`config.mk`:
```
export PLATFORM = sky130hd
export DESIGN_NAME = updn_pwm
export DESIGN_NICKNAME = d
export VERILOG_FILES = /design/src/rtl/updn_pwm_pkg.sv /design/src/rtl/pwm_timebase.sv /design/src/rtl/pwm_cmp_bank.sv /design/src/rtl/pwm_action.sv /design/src/rtl/pwm_evt_irq.sv /design/src/rtl/updn_pwm.sv
export SDC_FILE = /design/constraint.sdc
export NUM_CORES = 1
export LEC_CHECK = 0
export ABC_CLOCK_PERIOD_IN_PS = 4450
export BUFFER_PORTS_ARGS = -buffer_cell sky130_fd_sc_hd__buf_2
export CAP_MARGIN = 0
export CORE_UTILIZATION = 40
export CTS_CLUSTER_SIZE = 25
export DETAILED_ROUTE_END_ITERATION = 8
export SLEW_MARGIN = 10
export SYNTH_ARGS = -nofsm -noshare
export SYNTH_HDL_FRONTEND = slang
export SYNTH_SLANG_ARGS = --single-unit
export TNS_END_PERCENT = 20
```
`constraint.sdc`:
```
create_clock -name clk -period 4.45 [get_ports clk]
set_input_delay 0.89 -clock clk [delete_from_list [all_inputs] [get_ports clk]]
set_output_delay 0.89 -clock clk [all_outputs]
set_load 0.02 [all_outputs]
```
`src/rtl/updn_pwm_pkg.sv`:
```
package updn_pwm_pkg;
  localparam int ADDR_W = 3;
  localparam int PSC_W  = 4;

  typedef enum logic [ADDR_W-1:0] {
    RA_PERIOD = 3'd0,
    RA_CMPA   = 3'd1,
    RA_CMPB   = 3'd2,
    RA_PHASE  = 3'd3,
    RA_CTRL   = 3'd4,
    RA_IRQCLR = 3'd5
  } reg_addr_e;

  typedef enum logic {
    DIR_DOWN = 1'b0,
    DIR_UP   = 1'b1
  } cnt_dir_e;

  typedef struct packed {
    logic [PSC_W-1:0] psc;
    logic             force_lo;
    logic             ph_en;
  } ctrl_t;

  localparam int CTRL_W = $bits(ctrl_t);
endpackage

```
`src/rtl/pwm_timebase.sv`:
```
module pwm_timebase
  import updn_pwm_pkg::*;
#(
  parameter int CNT_W = 16
) (
  input  logic             clk,
  input  logic             rst_n,
  input  logic [CNT_W-1:0] prd,
  input  logic [CNT_W-1:0] phase,
  input  logic             ld,
  output logic [CNT_W-1:0] cnt,
  output cnt_dir_e         dir,
  output logic             zero
);
  localparam logic [CNT_W-1:0] ONE = CNT_W'(1);

  always_ff @(posedge clk or negedge rst_n) begin
    if (!rst_n) begin
      cnt <= '0;
      dir <= DIR_UP;
    end else if (ld) begin
      cnt <= phase;
      dir <= DIR_UP;
    end else if (dir == DIR_UP) begin
      if (cnt >= prd && cnt != '0) begin
        cnt <= cnt - ONE;
        dir <= DIR_DOWN;
      end else begin
        cnt <= cnt + ONE;
      end
    end else begin
      if (cnt == '0) begin
        cnt <= ONE;
        dir <= DIR_UP;
      end else begin
        cnt <= cnt - ONE;
      end
    end
  end

  assign zero = (cnt == '0);
endmodule

```
`src/rtl/pwm_cmp_bank.sv`:
```
module pwm_cmp_bank #(
  parameter int              N     = 2,
  parameter int              W     = 16,
  parameter logic [W-1:0]    RST_V = W'(50)
) (
  input  logic                clk,
  input  logic                rst_n,
  input  logic [N-1:0]        wr,
  input  logic [W-1:0]        wdata,
  input  logic                zero,
  output logic [N-1:0][W-1:0] act
);
  for (genvar g = 0; g < N; g++) begin : g_cmp
    logic [W-1:0] shd_q;
    logic [W-1:0] act_q;

    always_ff @(posedge clk or negedge rst_n) begin
      if (!rst_n) begin
        shd_q <= RST_V;
        act_q <= RST_V;
      end else begin
        if (wr[g]) shd_q <= wdata;
        if (zero)  act_q <= shd_q;
      end
    end

    assign act[g] = act_q;
  end
endmodule

```
`src/rtl/pwm_action.sv`:
```
module pwm_action
  import updn_pwm_pkg::*;
#(
  parameter int CNT_W = 16
) (
  input  logic                  clk,
  input  logic                  rst_n,
  input  logic [CNT_W-1:0]      cnt,
  input  cnt_dir_e              dir,
  input  logic [1:0][CNT_W-1:0] cmp,
  input  logic                  force_lo,
  output logic [1:0]            outs
);
  logic ev_dn_a;
  logic ev_up_b;

  assign ev_dn_a = (dir == DIR_DOWN) && (cnt == cmp[0]);
  assign ev_up_b = (dir == DIR_UP)   && (cnt == cmp[1]);

  for (genvar i = 0; i < 2; i++) begin : g_out
    localparam logic POL = (i == 1);
    logic q;

    always_ff @(posedge clk or negedge rst_n) begin
      if (!rst_n)       q <= 1'b0;
      else if (force_lo) q <= 1'b0;
      else if (ev_dn_a) q <= ~POL;
      else if (ev_up_b) q <= POL;
    end

    assign outs[i] = q;
  end
endmodule

```
`src/rtl/pwm_evt_irq.sv`:
```
module pwm_evt_irq #(
  parameter int PSC_W = 4
) (
  input  logic             clk,
  input  logic             rst_n,
  input  logic             zero,
  input  logic [PSC_W-1:0] psc,
  input  logic             clr,
  output logic             irq
);
  logic [PSC_W-1:0] ev_q;
  logic [PSC_W:0]   ev_nx;
  logic             fire;

  assign ev_nx = {1'b0, ev_q} + 1'b1;
  assign fire  = zero && (psc != '0) && (ev_nx >= {1'b0, psc});

  always_ff @(posedge clk or negedge rst_n) begin
    if (!rst_n) begin
      ev_q <= '0;
      irq  <= 1'b0;
    end else begin
      if (zero) ev_q <= fire ? '0 : ev_nx[PSC_W-1:0];
      if (fire)     irq <= 1'b1;
      else if (clr) irq <= 1'b0;
    end
  end
endmodule

```
`src/rtl/updn_pwm.sv`:
```
module updn_pwm
  import updn_pwm_pkg::*;
#(
  parameter int   CNT_W     = 16,
  parameter int   PRD_RST   = 1500,
  parameter int   CMP_RST   = 50,
  parameter int   PSC_RST   = 3,
  parameter logic PH_EN_RST = 1'b0
) (
  input  logic             clk,
  input  logic             rst_n,
  input  logic             wr_en,
  input  logic [2:0]       wr_addr,
  input  logic [CNT_W-1:0] wr_data,
  input  logic             sync_in,
  output logic             sync_out,
  output logic             pwm_a,
  output logic             pwm_b,
  output logic             irq
);
  logic [CNT_W-1:0]      prd_q;
  logic [CNT_W-1:0]      phase_q;
  ctrl_t                 ctrl_q;
  logic [CNT_W-1:0]      cnt_w;
  cnt_dir_e              dir_w;
  logic                  zero_w;
  logic                  ld_w;
  logic                  irq_clr;
  logic [1:0]            cmp_wr;
  logic [1:0][CNT_W-1:0] cmp_act;
  logic [1:0]            outs;

  always_ff @(posedge clk or negedge rst_n) begin
    if (!rst_n) begin
      prd_q   <= CNT_W'(PRD_RST);
      phase_q <= '0;
      ctrl_q  <= '{psc: PSC_W'(PSC_RST), force_lo: 1'b0, ph_en: PH_EN_RST};
    end else if (wr_en) begin
      case (wr_addr)
        RA_PERIOD: prd_q   <= wr_data;
        RA_PHASE:  phase_q <= wr_data;
        RA_CTRL:   ctrl_q  <= ctrl_t'(wr_data[CTRL_W-1:0]);
        default:   ;
      endcase
    end
  end

  assign cmp_wr[0] = wr_en && (wr_addr == RA_CMPA);
  assign cmp_wr[1] = wr_en && (wr_addr == RA_CMPB);
  assign irq_clr   = wr_en && (wr_addr == RA_IRQCLR);
  assign ld_w      = sync_in && ctrl_q.ph_en;

  pwm_timebase #(.CNT_W(CNT_W)) tb_i (
    .clk(clk), .rst_n(rst_n), .prd(prd_q), .phase(phase_q), .ld(ld_w),
    .cnt(cnt_w), .dir(dir_w), .zero(zero_w)
  );

  pwm_cmp_bank #(.N(2), .W(CNT_W), .RST_V(CNT_W'(CMP_RST))) cmp_i (
    .clk(clk), .rst_n(rst_n), .wr(cmp_wr), .wdata(wr_data), .zero(zero_w),
    .act(cmp_act)
  );

  pwm_action #(.CNT_W(CNT_W)) aq_i (
    .clk(clk), .rst_n(rst_n), .cnt(cnt_w), .dir(dir_w), .cmp(cmp_act),
    .force_lo(ctrl_q.force_lo), .outs(outs)
  );

  pwm_evt_irq #(.PSC_W(PSC_W)) evt_i (
    .clk(clk), .rst_n(rst_n), .zero(zero_w), .psc(ctrl_q.psc),
    .clr(irq_clr), .irq(irq)
  );

  assign sync_out = zero_w;
  assign pwm_a    = outs[0];
  assign pwm_b    = outs[1];
endmodule

```
# ---- After elaboration in Yosys (flattened, before gate mapping)
# Cells that the tools add are included.
# Widths: inputs -> output; s select.
dict set report totals {
  register_bits 126
  out_inout_bits 4
}
dict set report classes {
  add_sub_neg 3
  order_cmp 2
  n_eq_ne 7
  muxes 17
  bitwise_logic 1
  n_reduce_logical 18
}
# operator n
set op_table {}
lappend op_table {{$mux 16} 4}
lappend op_table {{$eq 16x16->1} 2}
lappend op_table {{$add 16x1->16 const B} 1}
lappend op_table {{$ge 16x16->1} 1}
lappend op_table {{$logic_not 16->1} 1}
lappend op_table {{$reduce_bool 16->1} 1}
lappend op_table {{$sub 16x1->16 const B} 1}
lappend op_table {{$mux 1} 12}
lappend op_table {{$logic_and 1x1->1} 9}
lappend op_table {{$eq 3x2->1 const B} 2}
lappend op_table {{$eq 3x3->1 const B} 2}
lappend op_table {{$reduce_and 2->1} 3}
lappend op_table {{$add 4x1->5 const B} 1}
lappend op_table {{$ge 5x4->1} 1}
lappend op_table {{$mux 4} 1}
lappend op_table {{$reduce_bool 4->1} 1}
lappend op_table {{$eq 3x1->1 const B} 1}
lappend op_table {{$logic_not 3->1} 1}
lappend op_table {{$reduce_bool 3->1} 1}
lappend op_table {{$reduce_bool 2->1} 1}
lappend op_table {{$not 1->1} 1}

# ---- Logic depth before layout (Yosys ltp)
dict set report depth {
  word_depth 5
  ltp_mapped 11
}

# ---- Cells and area by module
# From an unflattened synthesis, not the netlist that was laid out.
dict set report hier_totals {
  hier_cells 541
  hier_area_um2 6860.3
}
# mod n_inst cells_each area_per_inst_um2 seq_area_each_um2
set modules_own_cells {}
lappend modules_own_cells {pwm_cmp_bank 1 136 2658.8 1616.6}
lappend modules_own_cells {pwm_timebase 1 229 1885.6 426.7}
lappend modules_own_cells {updn_pwm 1 86 1501.4 962.2}
lappend modules_own_cells {pwm_action 1 53 452.9 50.0}
lappend modules_own_cells {pwm_evt_irq 1 37 361.6 125.1}

# ---- Worst setup path after synthesis
# Ideal clock, no wire load.
dict set report synth_timing {
  path_kind {register to output}
  startpoint {register tb_i.cnt[0]}
  endpoint {output port sync_out}
  arrival_ns 2.335
  required_time_ns 3.560
  setup_slack_ns 1.225
  path_stages_with_launch 7
  path_cell_list {dfrtp_1 clkbuf_1 inv_1 ha_1 or4b_2 clkbuf_1 nor4_1}
}
dict set report synth_between {
  elab_chain_len 1
}
# element line_no
set synth_lines {}
lappend synth_lines {{start, declared} pwm_timebase.sv:11} ;# output logic [CNT_W-1:0] cnt,
lappend synth_lines {{start signal, assigned} pwm_timebase.sv:22} ;# cnt <= phase;
lappend synth_lines {{start signal, assigned} pwm_timebase.sv:26} ;# cnt <= cnt - ONE;
lappend synth_lines {{start signal, assigned} pwm_timebase.sv:29} ;# cnt <= cnt + ONE;
lappend synth_lines {{$logic_not 16->1} pwm_timebase.sv:41} ;# assign zero = (cnt == '0);
lappend synth_lines {{end, declared} updn_pwm.sv:16} ;# output logic sync_out,
# Every way passes these cells.

# ---- Worst setup path after layout
# Ends and elaborated chain as after synthesis.

==> impl_metrics.ini <==
[global_route]
grt_overflow_total = 0
grt_pass1_vias = 4750
grt_pass1_wl_mm = 26.1
antenna_found_initial = 0
grt_max_degree = 75
track_usage_pct = 21.3

[clocking]
cts-root-buf = clkbuf_16
cts.sinks = 126
holdBufCountCts = 0
cts_tree = yes
clkTransAtPathRegs_ns = 0.05
cts-buffers-inserted = 17
post-cts-setup-buffers = 0
htreeDepth = 4
ctsResizeCount = 0
cts.path.max_buffers = 2
worstSkewPairLatency_ns = 0.43

[detailed_routing]
routed_wl_mm = 16.1
drtIter0Drc = 322
wire_per_inst_um = 18.2
drtPass1Iterations = 5
routed_via_density = 5.37
drtAntennaViolNets = 0
via_count = 4734
drt-met1-wl_mm = 7.52
drc = 0
dr_wl_met3_um = 675
top_layer = met4
wl_met2_mm = 7.51

[sta]
maxSlewHeadroom_pct = 24.8
finalCriticalPeriod_ns = 3.73
tns_ns = 0
fin_crit_sh_pct = 83.8
fmax_mhz = 268
finalMaxSlewViolations = 0
worstMarginPinSlew_ns = 1.10
layout_setup_ws_ns = 0.719
finalSetupViolCount = 0
rsz0062_at_grt = false
skew_ns = 0.0164
finalHoldViolations = 0

[setup_path]
ff2ff_setup_slack_ns = 1.01
rr_endpoint = tb_i.cnt[15]
crit-reg2reg-launch = tb_i.cnt[0]
cp-end-kind = output port
cp-start-kind = flip-flop
critical_path_peak_fanout = 11
required_ns = 3.56
reg2reg_depth = 8
critical_path_class = flip-flop to output port
critical_path_arrival_ns = 2.84

[logic_synthesis]
synthSimpleGateAreaFrac_pct = 17.0
yosysSeqAreaShare_pct = 49.0
avgSynthCellArea_um2 = 10.2
synthXorXnorAreaFrac_pct = 7.43
muxShareOfSynthArea_pct = 9.18
synthAdderAreaFrac_pct = 4.44
syn_inst = 638
synth-seq-cells = 126
yosysWarnings = 0
synth_compound_area_share_pct = 8.79
synth_top_family_by_area = simple AND/OR/NAND/NOR gates
synth_edf_count = 0
synthArstFlopShare_pct = 100
ys.flop_type = dfrtp_1
syn-cell-area_um2 = 6490
synth_cell_types = 60
postSynthNetCount = 684

[cells_and_area]
antennaDiodeCount = 0
nets = 698
mostFrequentLayoutCells = 139 x nand2_1, 104 x dfrtp_1, 52 x mux2_2, 32 x xnor2_1, 28 x o21ai_0
multi_input_area_um2 = 3060
final-seq-area_um2 = 3180
layout_commonest_cell = nand2_1
drive_gt1_share_pct = 22.7
fillCellCount = 1513
areaGrowthSynthToFinish_pct = 13.4

[job]
max_cap_violations = 0

[place]
gp_congestion = 0.883
dpl.hpwl_mm = 11.1
dpl_worst_slack_ns = 1.14
port_buffers = 26

[min_path]
worstHoldStart = cmp_i.g_cmp[1].shd_q[1]
hold_depth = 2
worst_hold_path_type = flip-flop to flip-flop
holdPathEnd = cmp_i.g_cmp[1].act_q[1]

[die]
die_w_um = 129
num_io_pins = 27
die_h_um = 129
core_um2 = 15900
start_util_pct = 40.8
die_area_um2 = 16700
fp-row-count = 46

[power_and_ir_drop]
p_leak_nw = 3.34
vdd_drop_max_mv = 0.305
p_per_area_nw_per_um2 = 629

[run_status]
outcome = complete, no violations
[cells by family (layout without fill, tap and decap cells)]
group           Yosys count  after routing
flops                   126            126
xor+xnor                 55             55
buf+inv                  59             86
compound gates           86             86
simple gates            236            236
mux                      53             53
fa+ha+maj                23             23
[worst max path at each step]
stage	startpoint	end	cells past startpoint
finish	tb_i.cnt[0]	sync_out	5
global route	tb_i.cnt[0]	sync_out	5
CTS	tb_i.cnt[0]	sync_out	5
detailed placement	tb_i.cnt[0]	tb_i.cnt[15]	8
global placement	tb_i.cnt[0]	sync_out	5
floorplan	tb_i.cnt[0]	sync_out	6
[sequential cells by signal, indices dropped and copies added (netlist names)]
signal,cells
cmp_i.g_cmp.act_q,32
cmp_i.g_cmp.shd_q,32
phase_q,16
prd_q,16
tb_i.cnt,16
ctrl_q,6
evt_i.ev_q,4
aq_i.g_out.q,2
evt_i.irq,1
tb_i.dir,1
[worst max-delay path: stages, from the launching register on]
cell and delay (ns):
dfrtp_1 0.52, inv_1 0.15, ha_1 0.20, or4b_2 0.75
nor4_1 0.51, buf_2 0.28
[per-layer routing]
layer  up-vias  GRT usage, %
met4         0          9.41
met3        28          4.83
met5         -             0
li1       2229             -
met1      2390          28.5
met2        87          33.1
[metrics by stage]
step	util (%)	hold slack, ns	area [um2]	instances	power, mW
2_1_floorplan	-	0.410	6490	638	2.87
3_3_place_gp	42.7	0.442	6780	849	3.26
3_5_place_dp	42.7	0.446	6780	849	3.29
4_1_cts	46.3	0.455	7360	881	4.65
5_1_grt	46.3	0.466	7360	881	4.93
6_report	46.3	0.451	7360	881	4.63
[cells in the mapped netlist, drive strengths merged (8+ instances only)]
master	n	share of area, %
xnor2	32	4.3
dfstp	22	8.9
o21ai	30	2.4
nand3	10	0.77
nand4	13	1.3
xor2	23	3.1
inv	22	1.3
nand2	140	8.2
ha	23	4.4
dfrtp	104	40
buf	10	1.3
a21oi	11	0.85
nor4	9	0.87
mux2	52	9.0
a22oi	8	0.93
clkbuf	27	1.6
nor3	12	1.0
nor2	17	0.98
[power by group]
group | leakage, nW | internal (mW) | switching (mW)
combinational | 1.51 | 0.612 | 0.759
clock | 0.279 | 0.826 | 0.516
sequential | 1.55 | 1.52 | 0.401
[layout make-up]
type / count / share of cell area (%)
multi-input combinational: 453 / 41.6
clock inverter: 9 / 1.17
timing repair buffer: 32 / 2.58
clock buffer: 23 / 6.63
tap: 216 / 3.67
sequential: 126 / 43.2
inverter: 22 / 1.12
(Power assumes the default switching activity.)
